File: src/rtl/hdma_pkg.sv
package hdma_pkg;
  localparam int unsigned BYTE_W = 8;
  localparam int unsigned CNT_W  = BYTE_W - 1;
  localparam int unsigned ADDR_W = 2 * BYTE_W;

  typedef enum logic [1:0] {
    RK_DATA    = 2'd0,
    RK_TABLE   = 2'd1,
    RK_ADDR_LO = 2'd2,
    RK_ADDR_HI = 2'd3
  } rd_kind_e;

  typedef enum logic [2:0] {
    S_IDLE, S_XFER, S_UPD, S_TBL, S_ALO, S_AHI, S_AONE
  } seq_state_e;
endpackage

File: src/rtl/hdma_pick.sv
module hdma_pick #(
  parameter int unsigned N   = 8,
  localparam int unsigned IW = (N > 1) ? $clog2(N) : 1
) (
  input  logic [N-1:0]  req_i,
  output logic [IW-1:0] idx_o,
  output logic          any_o
);
  // lowest set bit wins
  always_comb begin
    idx_o = '0;
    for (int i = N - 1; i >= 0; i--) begin
      if (req_i[i]) idx_o = IW'(i);
    end
  end
  assign any_o = |req_i;
endmodule

File: src/rtl/hdma_chan.sv
module hdma_chan
  import hdma_pkg::*;
(
  input  logic              clk_i,
  input  logic              rst_ni,
  input  logic              en_i,
  input  logic              frame_i,
  input  logic              dec_i,
  input  logic              load_i,
  input  logic              term_i,
  input  logic              lo_i,
  input  logic              hi_i,
  input  logic              one_i,
  input  logic [BYTE_W-1:0] data_i,
  output logic              act_o,
  output logic              dox_o,
  output logic [CNT_W-1:0]  cnt_o,
  output logic [ADDR_W-1:0] addr_o
);
  logic act_q, dox_q, rep_q;
  logic [CNT_W-1:0]  cnt_q;
  logic [ADDR_W-1:0] addr_q;

  always_ff @(posedge clk_i or negedge rst_ni) begin
    if (!rst_ni) begin
      act_q <= 1'b0;
      dox_q <= 1'b0;
      rep_q <= 1'b0;
      cnt_q <= '0;
    end else if (frame_i) begin
      act_q <= en_i;
      dox_q <= 1'b0;
      rep_q <= 1'b0;
      cnt_q <= '0;
    end else if (dec_i) begin
      cnt_q <= cnt_q - CNT_W'(1);
      dox_q <= rep_q;
    end else if (load_i) begin
      cnt_q <= data_i[CNT_W-1:0];
      rep_q <= data_i[BYTE_W-1];
      dox_q <= 1'b1;
    end else if (term_i) begin
      act_q <= 1'b0;
      dox_q <= 1'b0;
    end
  end

  always_ff @(posedge clk_i or negedge rst_ni) begin
    if (!rst_ni)    addr_q <= '0;
    else if (lo_i)  addr_q[BYTE_W-1:0] <= data_i;
    else if (hi_i)  addr_q[ADDR_W-1:BYTE_W] <= data_i;
    else if (one_i) addr_q <= {data_i, {BYTE_W{1'b0}}};
  end

  assign act_o  = act_q;
  assign dox_o  = dox_q;
  assign cnt_o  = cnt_q;
  assign addr_o = addr_q;

  AST_RETIRED_STAYS: assert property (@(posedge clk_i) disable iff (!rst_ni)
    !act_q && !frame_i |=> !act_q);
  AST_ADDR_ONLY_ON_FETCH: assert property (@(posedge clk_i) disable iff (!rst_ni)
    !lo_i && !hi_i && !one_i |=> $stable(addr_q));
endmodule

File: src/rtl/hdma_seq.sv
module hdma_seq
  import hdma_pkg::*;
#(
  parameter int unsigned N_CH = 8,
  localparam int unsigned CHW = (N_CH > 1) ? $clog2(N_CH) : 1
) (
  input  logic                     clk_i,
  input  logic                     rst_ni,
  input  logic                     frame_start_i,
  input  logic                     hblank_i,
  input  logic [N_CH-1:0]          chan_en_i,
  input  logic [N_CH-1:0]          chan_ind_i,
  output logic                     rd_req_o,
  output logic [1:0]               rd_kind_o,
  output logic [CHW-1:0]           rd_chan_o,
  input  logic                     rd_ack_i,
  input  logic [BYTE_W-1:0]        rd_data_i,
  output logic [BYTE_W-1:0]        mdr_o,
  output logic                     busy_o,
  output logic [N_CH-1:0]          chan_active_o,
  output logic [N_CH*ADDR_W-1:0]   ind_addr_o
);
  seq_state_e state_q, state_d;
  logic [N_CH-1:0] xfer_q, xfer_d, upd_q, upd_d;
  logic [CHW-1:0]  cur_q, cur_d;
  logic [BYTE_W-1:0] mdr_q;

  logic [N_CH-1:0] act_vec, dox_vec, cur_oh, others;
  logic [CNT_W-1:0] cnt_arr [N_CH];
  logic [N_CH-1:0] dec_v, load_v, term_v, lo_v, hi_v, one_v;
  logic frame_go, fire, req;
  rd_kind_e kind;
  logic [CHW-1:0] chan;

  logic [CHW-1:0] x_idx, u_idx;
  logic x_any, u_any;

  hdma_pick #(.N(N_CH)) u_pick_xfer (.req_i(xfer_q), .idx_o(x_idx), .any_o(x_any));
  hdma_pick #(.N(N_CH)) u_pick_upd  (.req_i(upd_q),  .idx_o(u_idx), .any_o(u_any));

  for (genvar g = 0; g < N_CH; g++) begin : g_ch
    hdma_chan u_ch (
      .clk_i  (clk_i),
      .rst_ni (rst_ni),
      .en_i   (chan_en_i[g]),
      .frame_i(frame_go),
      .dec_i  (dec_v[g]),
      .load_i (load_v[g]),
      .term_i (term_v[g]),
      .lo_i   (lo_v[g]),
      .hi_i   (hi_v[g]),
      .one_i  (one_v[g]),
      .data_i (rd_data_i),
      .act_o  (act_vec[g]),
      .dox_o  (dox_vec[g]),
      .cnt_o  (cnt_arr[g]),
      .addr_o (ind_addr_o[g*ADDR_W +: ADDR_W])
    );
  end

  assign cur_oh = N_CH'(1) << cur_q;
  assign others = chan_en_i & act_vec & ~cur_oh;
  assign fire   = req & rd_ack_i;

  always_comb begin
    state_d  = state_q;
    xfer_d   = xfer_q;
    upd_d    = upd_q;
    cur_d    = cur_q;
    req      = 1'b0;
    kind     = RK_DATA;
    chan     = cur_q;
    frame_go = 1'b0;
    dec_v    = '0;
    load_v   = '0;
    term_v   = '0;
    lo_v     = '0;
    hi_v     = '0;
    one_v    = '0;
    unique case (state_q)
      S_IDLE: begin
        if (hblank_i) begin
          xfer_d  = chan_en_i & act_vec & dox_vec;
          upd_d   = chan_en_i & act_vec;
          state_d = S_XFER;
        end else if (frame_start_i) begin
          frame_go = 1'b1;
        end
      end
      S_XFER: begin
        if (!x_any) begin
          state_d = S_UPD;
        end else begin
          req  = 1'b1;
          kind = RK_DATA;
          chan = x_idx;
          if (fire) xfer_d[x_idx] = 1'b0;
        end
      end
      S_UPD: begin
        if (!u_any) begin
          state_d = S_IDLE;
        end else begin
          cur_d        = u_idx;
          upd_d[u_idx] = 1'b0;
          if (cnt_arr[u_idx] > CNT_W'(1)) dec_v[u_idx] = 1'b1;
          else                            state_d = S_TBL;
        end
      end
      S_TBL: begin
        req  = 1'b1;
        kind = RK_TABLE;
        if (fire) begin
          if (rd_data_i == '0) begin
            term_v[cur_q] = 1'b1;
            // last armed indirect channel: single address fetch
            state_d = (chan_ind_i[cur_q] && others == '0) ? S_AONE : S_UPD;
          end else begin
            load_v[cur_q] = 1'b1;
            state_d = chan_ind_i[cur_q] ? S_ALO : S_UPD;
          end
        end
      end
      S_ALO: begin
        req  = 1'b1;
        kind = RK_ADDR_LO;
        if (fire) begin
          lo_v[cur_q] = 1'b1;
          state_d     = S_AHI;
        end
      end
      S_AHI: begin
        req  = 1'b1;
        kind = RK_ADDR_HI;
        if (fire) begin
          hi_v[cur_q] = 1'b1;
          state_d     = S_UPD;
        end
      end
      S_AONE: begin
        req  = 1'b1;
        kind = RK_ADDR_LO;
        if (fire) begin
          one_v[cur_q] = 1'b1;
          state_d      = S_UPD;
        end
      end
      default: state_d = S_IDLE;
    endcase
  end

  always_ff @(posedge clk_i or negedge rst_ni) begin
    if (!rst_ni) begin
      state_q <= S_IDLE;
      xfer_q  <= '0;
      upd_q   <= '0;
      cur_q   <= '0;
      mdr_q   <= '0;
    end else begin
      state_q <= state_d;
      xfer_q  <= xfer_d;
      upd_q   <= upd_d;
      cur_q   <= cur_d;
      if (fire) mdr_q <= rd_data_i;
    end
  end

  assign rd_req_o      = req;
  assign rd_kind_o     = kind;
  assign rd_chan_o     = chan;
  assign mdr_o         = mdr_q;
  assign busy_o        = (state_q != S_IDLE);
  assign chan_active_o = act_vec;

  AST_REQ_HOLD: assert property (@(posedge clk_i) disable iff (!rst_ni)
    rd_req_o && !rd_ack_i |=> rd_req_o && $stable(rd_kind_o) && $stable(rd_chan_o));
  AST_NO_REQ_IDLE: assert property (@(posedge clk_i) disable iff (!rst_ni)
    !busy_o |-> !rd_req_o);
  AST_XFER_FIRST: assert property (@(posedge clk_i) disable iff (!rst_ni)
    rd_req_o && rd_kind_o != RK_DATA |-> xfer_q == '0);
  AST_MDR_TRACK: assert property (@(posedge clk_i) disable iff (!rst_ni)
    rd_req_o && rd_ack_i |=> mdr_o == $past(rd_data_i));
  AST_SINGLE_LAST: assert property (@(posedge clk_i) disable iff (!rst_ni)
    state_q == S_AONE |-> (chan_en_i & act_vec) == '0);
  AST_NO_RETIRED_READ: assert property (@(posedge clk_i) disable iff (!rst_ni)
    rd_req_o && (rd_kind_o == RK_DATA || rd_kind_o == RK_TABLE) |-> act_vec[rd_chan_o]);
endmodule

File: config.mk
export PLATFORM = sky130hd
export DESIGN_NAME = hdma_seq
export DESIGN_NICKNAME = d
export VERILOG_FILES = /design/src/rtl/hdma_pkg.sv /design/src/rtl/hdma_pick.sv /design/src/rtl/hdma_chan.sv /design/src/rtl/hdma_seq.sv
export SDC_FILE = /design/constraint.sdc
export NUM_CORES = 1
export LEC_CHECK = 0
export BUFFER_PORTS_ARGS = -buffer_cell sky130_fd_sc_hd__buf_2
export CAP_MARGIN = 10
export CORE_UTILIZATION = 52
export DETAILED_ROUTE_END_ITERATION = 12
export GPL_TIMING_DRIVEN = 0
export MAX_ROUTING_LAYER = met4
export PLACE_DENSITY_LB_ADDON = 0.15
export RECOVER_POWER = 50
export SYNTH_ARGS = -nofsm -noshare
export SYNTH_HDL_FRONTEND = slang
export SYNTH_SLANG_ARGS = --single-unit
File: constraint.sdc
create_clock -name clk_i -period 2.7 [get_ports clk_i]
set_input_delay 0.27 -clock clk_i [delete_from_list [all_inputs] [get_ports clk_i]]
set_output_delay 0.27 -clock clk_i [all_outputs]
set_load 0.05 [all_outputs]
==> key figures, run 1 <==
Timing
  • RSZ-0062 raised after global routing: true
  • Slew @ Worst Pin: roughly 1.8 ns
  • Slew margin rel.: -19.6%
  • Fmax: 343 MHz
  • Setup violations, final: 52
  • Hold Slack: 0.00724 ns
  • Min cycle time layout: 2.91 ns
  • Final Hold Viols: 0
  • TNS Setup: -5.42 ns
  • Period Utilization, post-route: 108%
  • Max Slew Vio Count: 67
  • Worst Slack Setup Final: -0.214 ns
  • Clock Skew: 0.00942 ns

Placement
  • HPWL after DPL: 23.6 mm
  • Port Buffer Count: 171
  • GPL Wtd Cong: about 0.93
  • Worst slack, placed: -0.915 ns

Cells and area
  • Layout cells sized above 1: around a third
  • Register area: 5960 sq um
  • Fillers: about 1700
  • Multi-input logic area: around 5900 sq um
  • Nets: between 1000 and 1500
  • Area growth syn-to-layout: 28.4%

Floorplan
  • Die height: 152 um
  • Core Box Area: 22000 sq um
  • Die W: approximately 150 um
  • IO Pins: 180
  • Num rows: 54
  • Initial core utilization: 53.5%
  • Die area: 23200 sq um

Pwr
  • Max IR drop VDD: 986 uV
  • Leakage power: 7.06 nW
  • Tot Pwr: 0.0191 W
  • Cell area power density: 1270 nW/um^2

Detailed routing
  • DRC violations left: 10
  • Initial DRC count: roughly 850
  • Routed WL: 36.4 mm
  • WL per Instance: between 20 and 25 um
  • Routed vias/inst: 6.15
  • Antenna viol nets, final: 0
  • Pre-antenna DRT Iters: 9
  • Vias: 10132

Global route
  • Number of global-route vias before repair: 9890
  • Gr usage total: 31.8%
  • Largest net degree at the start of global routing: 101
  • Initial antenna violation count: 1
  • First-pass GRT wire length: 56.0 mm
  • Total gr overflow: 0

Clock tree
  • Clock root cell: clkbuf_16
  • Htree depth: 1
  • Clock tree sinks: 238
  • Clock Latency Late Sink: 0.54 ns
  • TritonCTS clock tree: yes
  • Clock Path Buffers: 3
  • CTS Buf Count: 26
  • Reg clk slew, reported paths: ~0.07 ns

Logic synthesis
  • Most common cell in the netlist: dfrtp_1
  • Mean post-synth cell area: 10.9 sq um
  • Post-synth net total: 1116
  • Most frequent cells after synthesis: dfrtp_1 (238), mux2_2 (132), nor2_1 (84)
  • Library cells used by synthesis: approximately 70
  • Fraction of registers with async set or reset after synthesis: 100%
  • Largest area contributor in the netlist: dfrtp_1
  • Synth Flop Type: dfrtp_1
  • Post-Syn Area: 11700 sq um
  • Seq/Total Area, Yosys: between 50 and 60%
  • Ranking of synthesized cells by area: dfrtp_1 (51%), mux2_2 (13%), nor2_1 (2.7%), a21oi_1 (2.3%), nand2_1 (2.2%)
  • Mapped Cells: 1079
  • Ys Warns: 0
  • Synth top area share: 50.7%
  • Synthesis-stage register bit count: 238
  • Post-synth EDFFs: 0

Setup path
  • CP Launch Type: register
  • CP arrival: 3.34 ns
  • Critical path class: register to register
  • Critical Path RT: 3.13 ns
  • CP endpoint kind: register
  • Max FO, Critical Path: 7

Job
  • Max-cap violations: 1

Run status
  • Status: complete, but fails checks
  • Failing checks: DRC, capacitance limit, slew limit, setup timing

Worst hold path
  • Worst Hold Class: input pin to register
stage by stage:
| stage | cell area [sq um] | cells | utilization, % |
|---|---|---|---|
| final | 15100 | 1648 | 68.6 |
| after global routing | 15100 | 1648 | 68.6 |
| after CTS | 14800 | 1621 | 67.5 |
| after detailed placement | 13100 | 1532 | 59.7 |
| after global placement | 13000 | 1530 | 59.4 |
| after floorplan | 11800 | 1079 | - |
layer usage:
| metal | GRT usage, % | routed length, um | part of all wire (%) |
|---|---|---|---|
| met5 | - | 0 | 0 |
| met4 | 12.6 | 1480 | 4.1 |
| met3 | 5.94 | 3050 | 8.4 |
| met2 | 48.5 | 16800 | 46 |
| met1 | 42.1 | 15000 | 41 |
state kept, by name, indices dropped and copies added (netlist names):
signal / flops
g_ch.u_ch.rep_q: 8
g_ch.u_ch.act_o: 8
upd_q: 8
g_ch.u_ch.addr_o: 128
xfer_q: 8
mdr_o: 8
g_ch.u_ch.dox_o: 8
cur_q: 3
state_q: 3
g_ch.u_ch.cnt_o: 56
layout by cell type, fill, tap and decap left out, types with 20 or more instances in the layout:
| cell | count |
|---|---|
| a21oi_1 | 48 |
| buf_2 | 54 |
| buf_4 | 53 |
| clkbuf_1 | 149 |
| clkbuf_16 | 28 |
| dfrtp_1 | 235 |
| inv_1 | 39 |
| mux2_2 | 128 |
| mux2i_1 | 23 |
| nand2_1 | 66 |
| nand3_1 | 43 |
| nor2_1 | 74 |
| nor3_1 | 20 |
| o21ai_0 | 30 |
cells by family (layout without fill, tap and decap cells):
kind of cell / after synthesis / in the layout / synth area share (%)
simple gates: 322 / 322 / 13.9
flops: 238 / 238 / 50.7
compound gates: 237 / 240 / 14.8
mux: 159 / 159 / 15.2
buf+inv: 110 / 395 / 4.14
fa+ha+maj: 8 / 8 / 0.853
xor+xnor: 5 / 5 / 0.373
other cells: 0 / 1 / 0
cell type report:
class	instances	share of cell area, %
multi-input cells	734	39.4
inverters	39	0.971
well taps	280	2.32
plain buffers	67	2.70
flip-flops and latches	238	39.5
clock buffers	37	4.92
diodes	1	0.0166
repair buffers	241	9.50
clock inverters	11	0.639
where the power goes:
part	total [W]	leakage [nW]	internal [W]	switching [W]
Sequential	0.00512	3.25	0.00440	0.000726
Combinational	0.0105	3.40	0.00390	0.00659
Clock	0.00350	0.412	0.00201	0.00149
worst max-delay path, stage by stage (launching register included):
cell and delay [ns]:
dfrtp_1 0.40, buf_4 0.15, nor3_4 0.20, o21ai_4 0.09, buf_4 0.17, a211oi_2 0.23
a211oi_2 0.09, or4_4 0.54, buf_12 0.17, o21ai_4 0.27, mux2_4 0.33, a21o_1 0.17
timing repair:
item,4_1_cts,5_1_grt
hold endpoints to repair,70,0
endpoints found under the setup margin,217,146
gates resized for setup,111,51
setup buffers,36,24
hold buffers,5,0
gates cloned,3,5
pin swaps,42,35
path summary, 6_finish.rpt:
check	startpoint	to	slack, ns	cells after the start
min in group asynchronous	rst_ni	g_ch[1].u_ch.addr_o[13]	0.74	2
min	chan_en_i[2]	g_ch[2].u_ch.act_o	0.007	2
max	upd_q[4]	g_ch[4].u_ch.cnt_o[3]	-0.21	11
max in group asynchronous	rst_ni	g_ch[5].u_ch.addr_o[4]	0.37	4
min reg2reg	g_ch[0].u_ch.addr_o[2]	g_ch[0].u_ch.addr_o[2]	0.49	1
max reg2reg	upd_q[4]	g_ch[4].u_ch.cnt_o[3]	-0.21	11
Power figures use the tool's default switching activity.
==> run 2: changes to the inputs <==
Settings changed: CORE_ASPECT_RATIO set to 0.5, RECOVER_POWER 50 to 25.
==> run 2 against run 1 <==
Net effect:
- the run ends with setup timing left
- utilization rose by 0.78 points
- critical path depth did not move
- global-route usage rose by 1.9 points
- sequential share of layout area fell by 0.37 points
- fmax fell by 0.34%
- setup slack got worse by 0.0098 ns
- sequential power barely moved
- wire length rose by 4.7%
- clock skew rose by 0.018 ns
- critical path type unchanged
==> key figures, run 2 (same netlist as run 1, synthesis figures left out) <==
Cells and area
  • Area growth syn-to-layout: 29.6%
  • Nets: 1377 (-0.51%)
  • Flip-flop count of the largest register after layout: 128 (unchanged)
  • Commonest non-fill, non-tap cell in the layout: dfrtp_1
  • Leading cell types in the layout, fill and taps excluded: dfrtp_1 (235), buf_2 (151), mux2_2 (128), nor2_1 (73), nand2_1 (65)
  • Layout cells sized above 1: 39.0% (+6.9 points)
  • Non-filler cells, final: 1655 (+0.42%)
  • Ant. Diodes: 0 (-1)

Timing
  • Clock Skew: 0.0269 ns (+0.0175 ns)
  • Slew @ Worst Pin: 0.985 ns (-0.809 ns)
  • Hold Slack: 0.0144 ns (+0.00718 ns)
  • Max Slew Vio Count: 0 (-100%)
  • Slew margin rel.: 34.4% (+54 points)
  • Fmax: 342 MHz (-0.34%)
  • Worst Slack Setup Final: -0.223 ns (-0.00984 ns)
  • Final Hold Viols: 0 (unchanged)
  • RSZ-0062 raised after global routing: true
  • Period Utilization, post-route: 108% (+0.36 points)
  • Min cycle time layout: 2.92 ns (+0.00983 ns)
  • Setup violations, final: 60 (+15%)

Clock tree
  • Htree depth: 1 (unchanged)
  • Reg clk slew, reported paths: 0.07 ns (about the same)
  • TritonCTS clock tree: yes
  • Clock Latency Late Sink: 0.55 ns (about the same)
  • Clock root cell: clkbuf_16
  • CTS Buf Count: 22 (-15%)
  • Clock tree sinks: 238 (unchanged)
  • Clock Path Buffers: 3 (unchanged)

Detailed routing
  • Antenna viol nets, final: 0 (unchanged)
  • Pre-antenna DRT Iters: 6 (-3)
  • WL per Instance: 23.0 um (+4.2%)
  • Routed vias/inst: 6.19 (+0.61%)
  • Initial DRC count: 1075 (+27%)
  • Routed WL: 38.1 mm (+4.7%)
  • Vias: 10237 (+1.0%)
  • DRC violations left: 0 (-10)

Global route
  • M3 GR Usage: 8.95% (+3.0 points)
  • Routing usage on met2: 50.2% (+1.7 points)
  • Number of global-route vias before repair: 10029 (+1.4%)
  • First-pass GRT wire length: 57.9 mm (+3.5%)
  • Initial antenna violation count: 0 (-1)
  • Largest net degree at the start of global routing: 120 (+19%)
  • GR Util met1: 46.0% (+3.9 points)
  • Gr usage total: 33.7% (+1.9 points)
  • GR peak layer: met2
  • Total gr overflow: 0 (unchanged)

Setup path
  • CP endpoint kind: register
  • Max FO, Critical Path: 7 (unchanged)
  • CP arrival: 3.34 ns (about the same)
  • CP Launch Type: register
  • Critical Path RT: 3.12 ns (about the same)
  • Critical path class: register to register

Floorplan
  • IO Pins: 180 (unchanged)
  • Die area: 23200 sq um (+0.15%)
  • Initial core utilization: 53.6% (+0.098 points)
  • Core Box Area: 21900 sq um (-0.18%)
  • Die W: 214 um (+41%)
  • Num rows: 38 (-30%)
  • Die height: 108 um (-29%)

Run status
  • Status: complete, but fails checks
  • Failing checks: setup timing

Pwr
  • Max IR drop VDD: 1030 uV (+4.5%)
  • Sequential Power Share: 27.5% (+0.7 points)
  • Cell Int Power: 0.0101 W (-2.6%)
  • Sw frac: 46.3% (+0.21 points)
  • Cell area power density: 1230 nW/um^2 (-3.1%)
  • Leakage power: 7.44 nW (+5.5%)
  • Net switching power: 0.00865 W (-1.7%)
  • Combinational Power Share: 55.0% (about the same)
  • Clock share of power: 17.5% (-0.8 points)

Placement
  • Port Buffer Count: 171 (unchanged)
  • Placed Cells: 1552 (+1.3%)
  • HPWL after DPL: 25.5 mm (+8.1%)
  • GPL Wtd Cong: 1.00 (+7.4%)

Job
  • Max-cap violations: 0 (-1)

Worst hold path
  • Worst Hold Class: input pin to register
-- run 2: cell count changes in the layout (fill, tap and decap cells not counted), moves of 3 or more --
cell,delta
clkbuf_1,-93
a21oi_1,-3
buf_4,-12
a21oi_2,+3
buf_6,+6
buf_12,+4
o311ai_4,+3
clkinv_2,-4
buf_2,+97
clkbuf_16,-5
-- run 2: cell type report --
class	instances	area, sq um
Buffer	67	398
Clock buffer	33	642
Clock inverter	6	105
Fill cell	1648	6710
Inverter	39	146
Multi-Input combinational cell	733	5990
Sequential cell	238	5960
Tap cell	300	375
Timing Repair Buffer	239	1600
-- run 2: repair_timing --
item                                    4_1_cts  5_1_grt
endpoints found under the setup margin      217      164
gates resized for setup                     101       77
buffers inserted                             37       23
cloned                                        5        0
endpoints found under the hold margin       122        0
hold buffers                                  4        0
pin swaps                                    48       31
-- run 2: metrics by stage --
step	power, W	util, %	setup TNS, ns	setup slack [ns]	cell area [sq um]
detailed placement	0.0130	59.9	-102.69	-0.979	13100
global route	0.0195	69.4	-11.27	-0.276	15200
global placement	0.0128	59.6	-759.20	-2.79	13100
CTS	0.0177	67.3	-3.97	-0.176	14800
finish	0.0187	69.4	-6.16	-0.223	15200
floorplan	0.0109	-	-0.614	-0.153	11800
-- run 2: path summary, 6_finish.rpt --
kind                                             start                endpoint  slack, ns  cells after the start
worst max-delay path                          upd_q[0]   g_ch[5].u_ch.cnt_o[4]      -0.22                     11
worst min-delay path                      chan_en_i[1]      g_ch[1].u_ch.act_o       0.01                      2
worst max register to register                upd_q[0]   g_ch[5].u_ch.cnt_o[4]      -0.22                     11
worst min register to register  g_ch[5].u_ch.addr_o[2]  g_ch[5].u_ch.addr_o[2]       0.50                      1
max in group asynchronous                       rst_ni  g_ch[0].u_ch.addr_o[7]       0.80                      4
min in group asynchronous                       rst_ni   g_ch[4].u_ch.cnt_o[4]       0.38                      2
-- run 2: per-layer routing --
metal	share of wire, %	wire, um
met1	44	16600
met2	45	17000
met3	9.3	3550
met4	2.3	858
met5	0	0
-- run 2: worst max-delay path, stage by stage, from the launching register on --
cell and delay, ns:
dfrtp_1 0.38, buf_6 0.14, buf_4 0.16, nor4_4 0.30, nand3b_1 0.25, o21ai_0 0.31, a2111o_1 0.25, o22ai_4 0.11
buf_12 0.17, o21ai_4 0.26, mux2_4 0.33, a21o_1 0.15
-- run 2: power by group through the flow --
stage / combinational (W) / clock [W] / sequential, W
after detailed placement: 0.00787 / 0 / 0.00509
after global routing: 0.0109 / 0.00345 / 0.00524
after floorplan: 0.00493 / 0 / 0.00597
after CTS: 0.00930 / 0.00329 / 0.00508
after global placement: 0.00773 / 0 / 0.00506
final: 0.0103 / 0.00327 / 0.00514
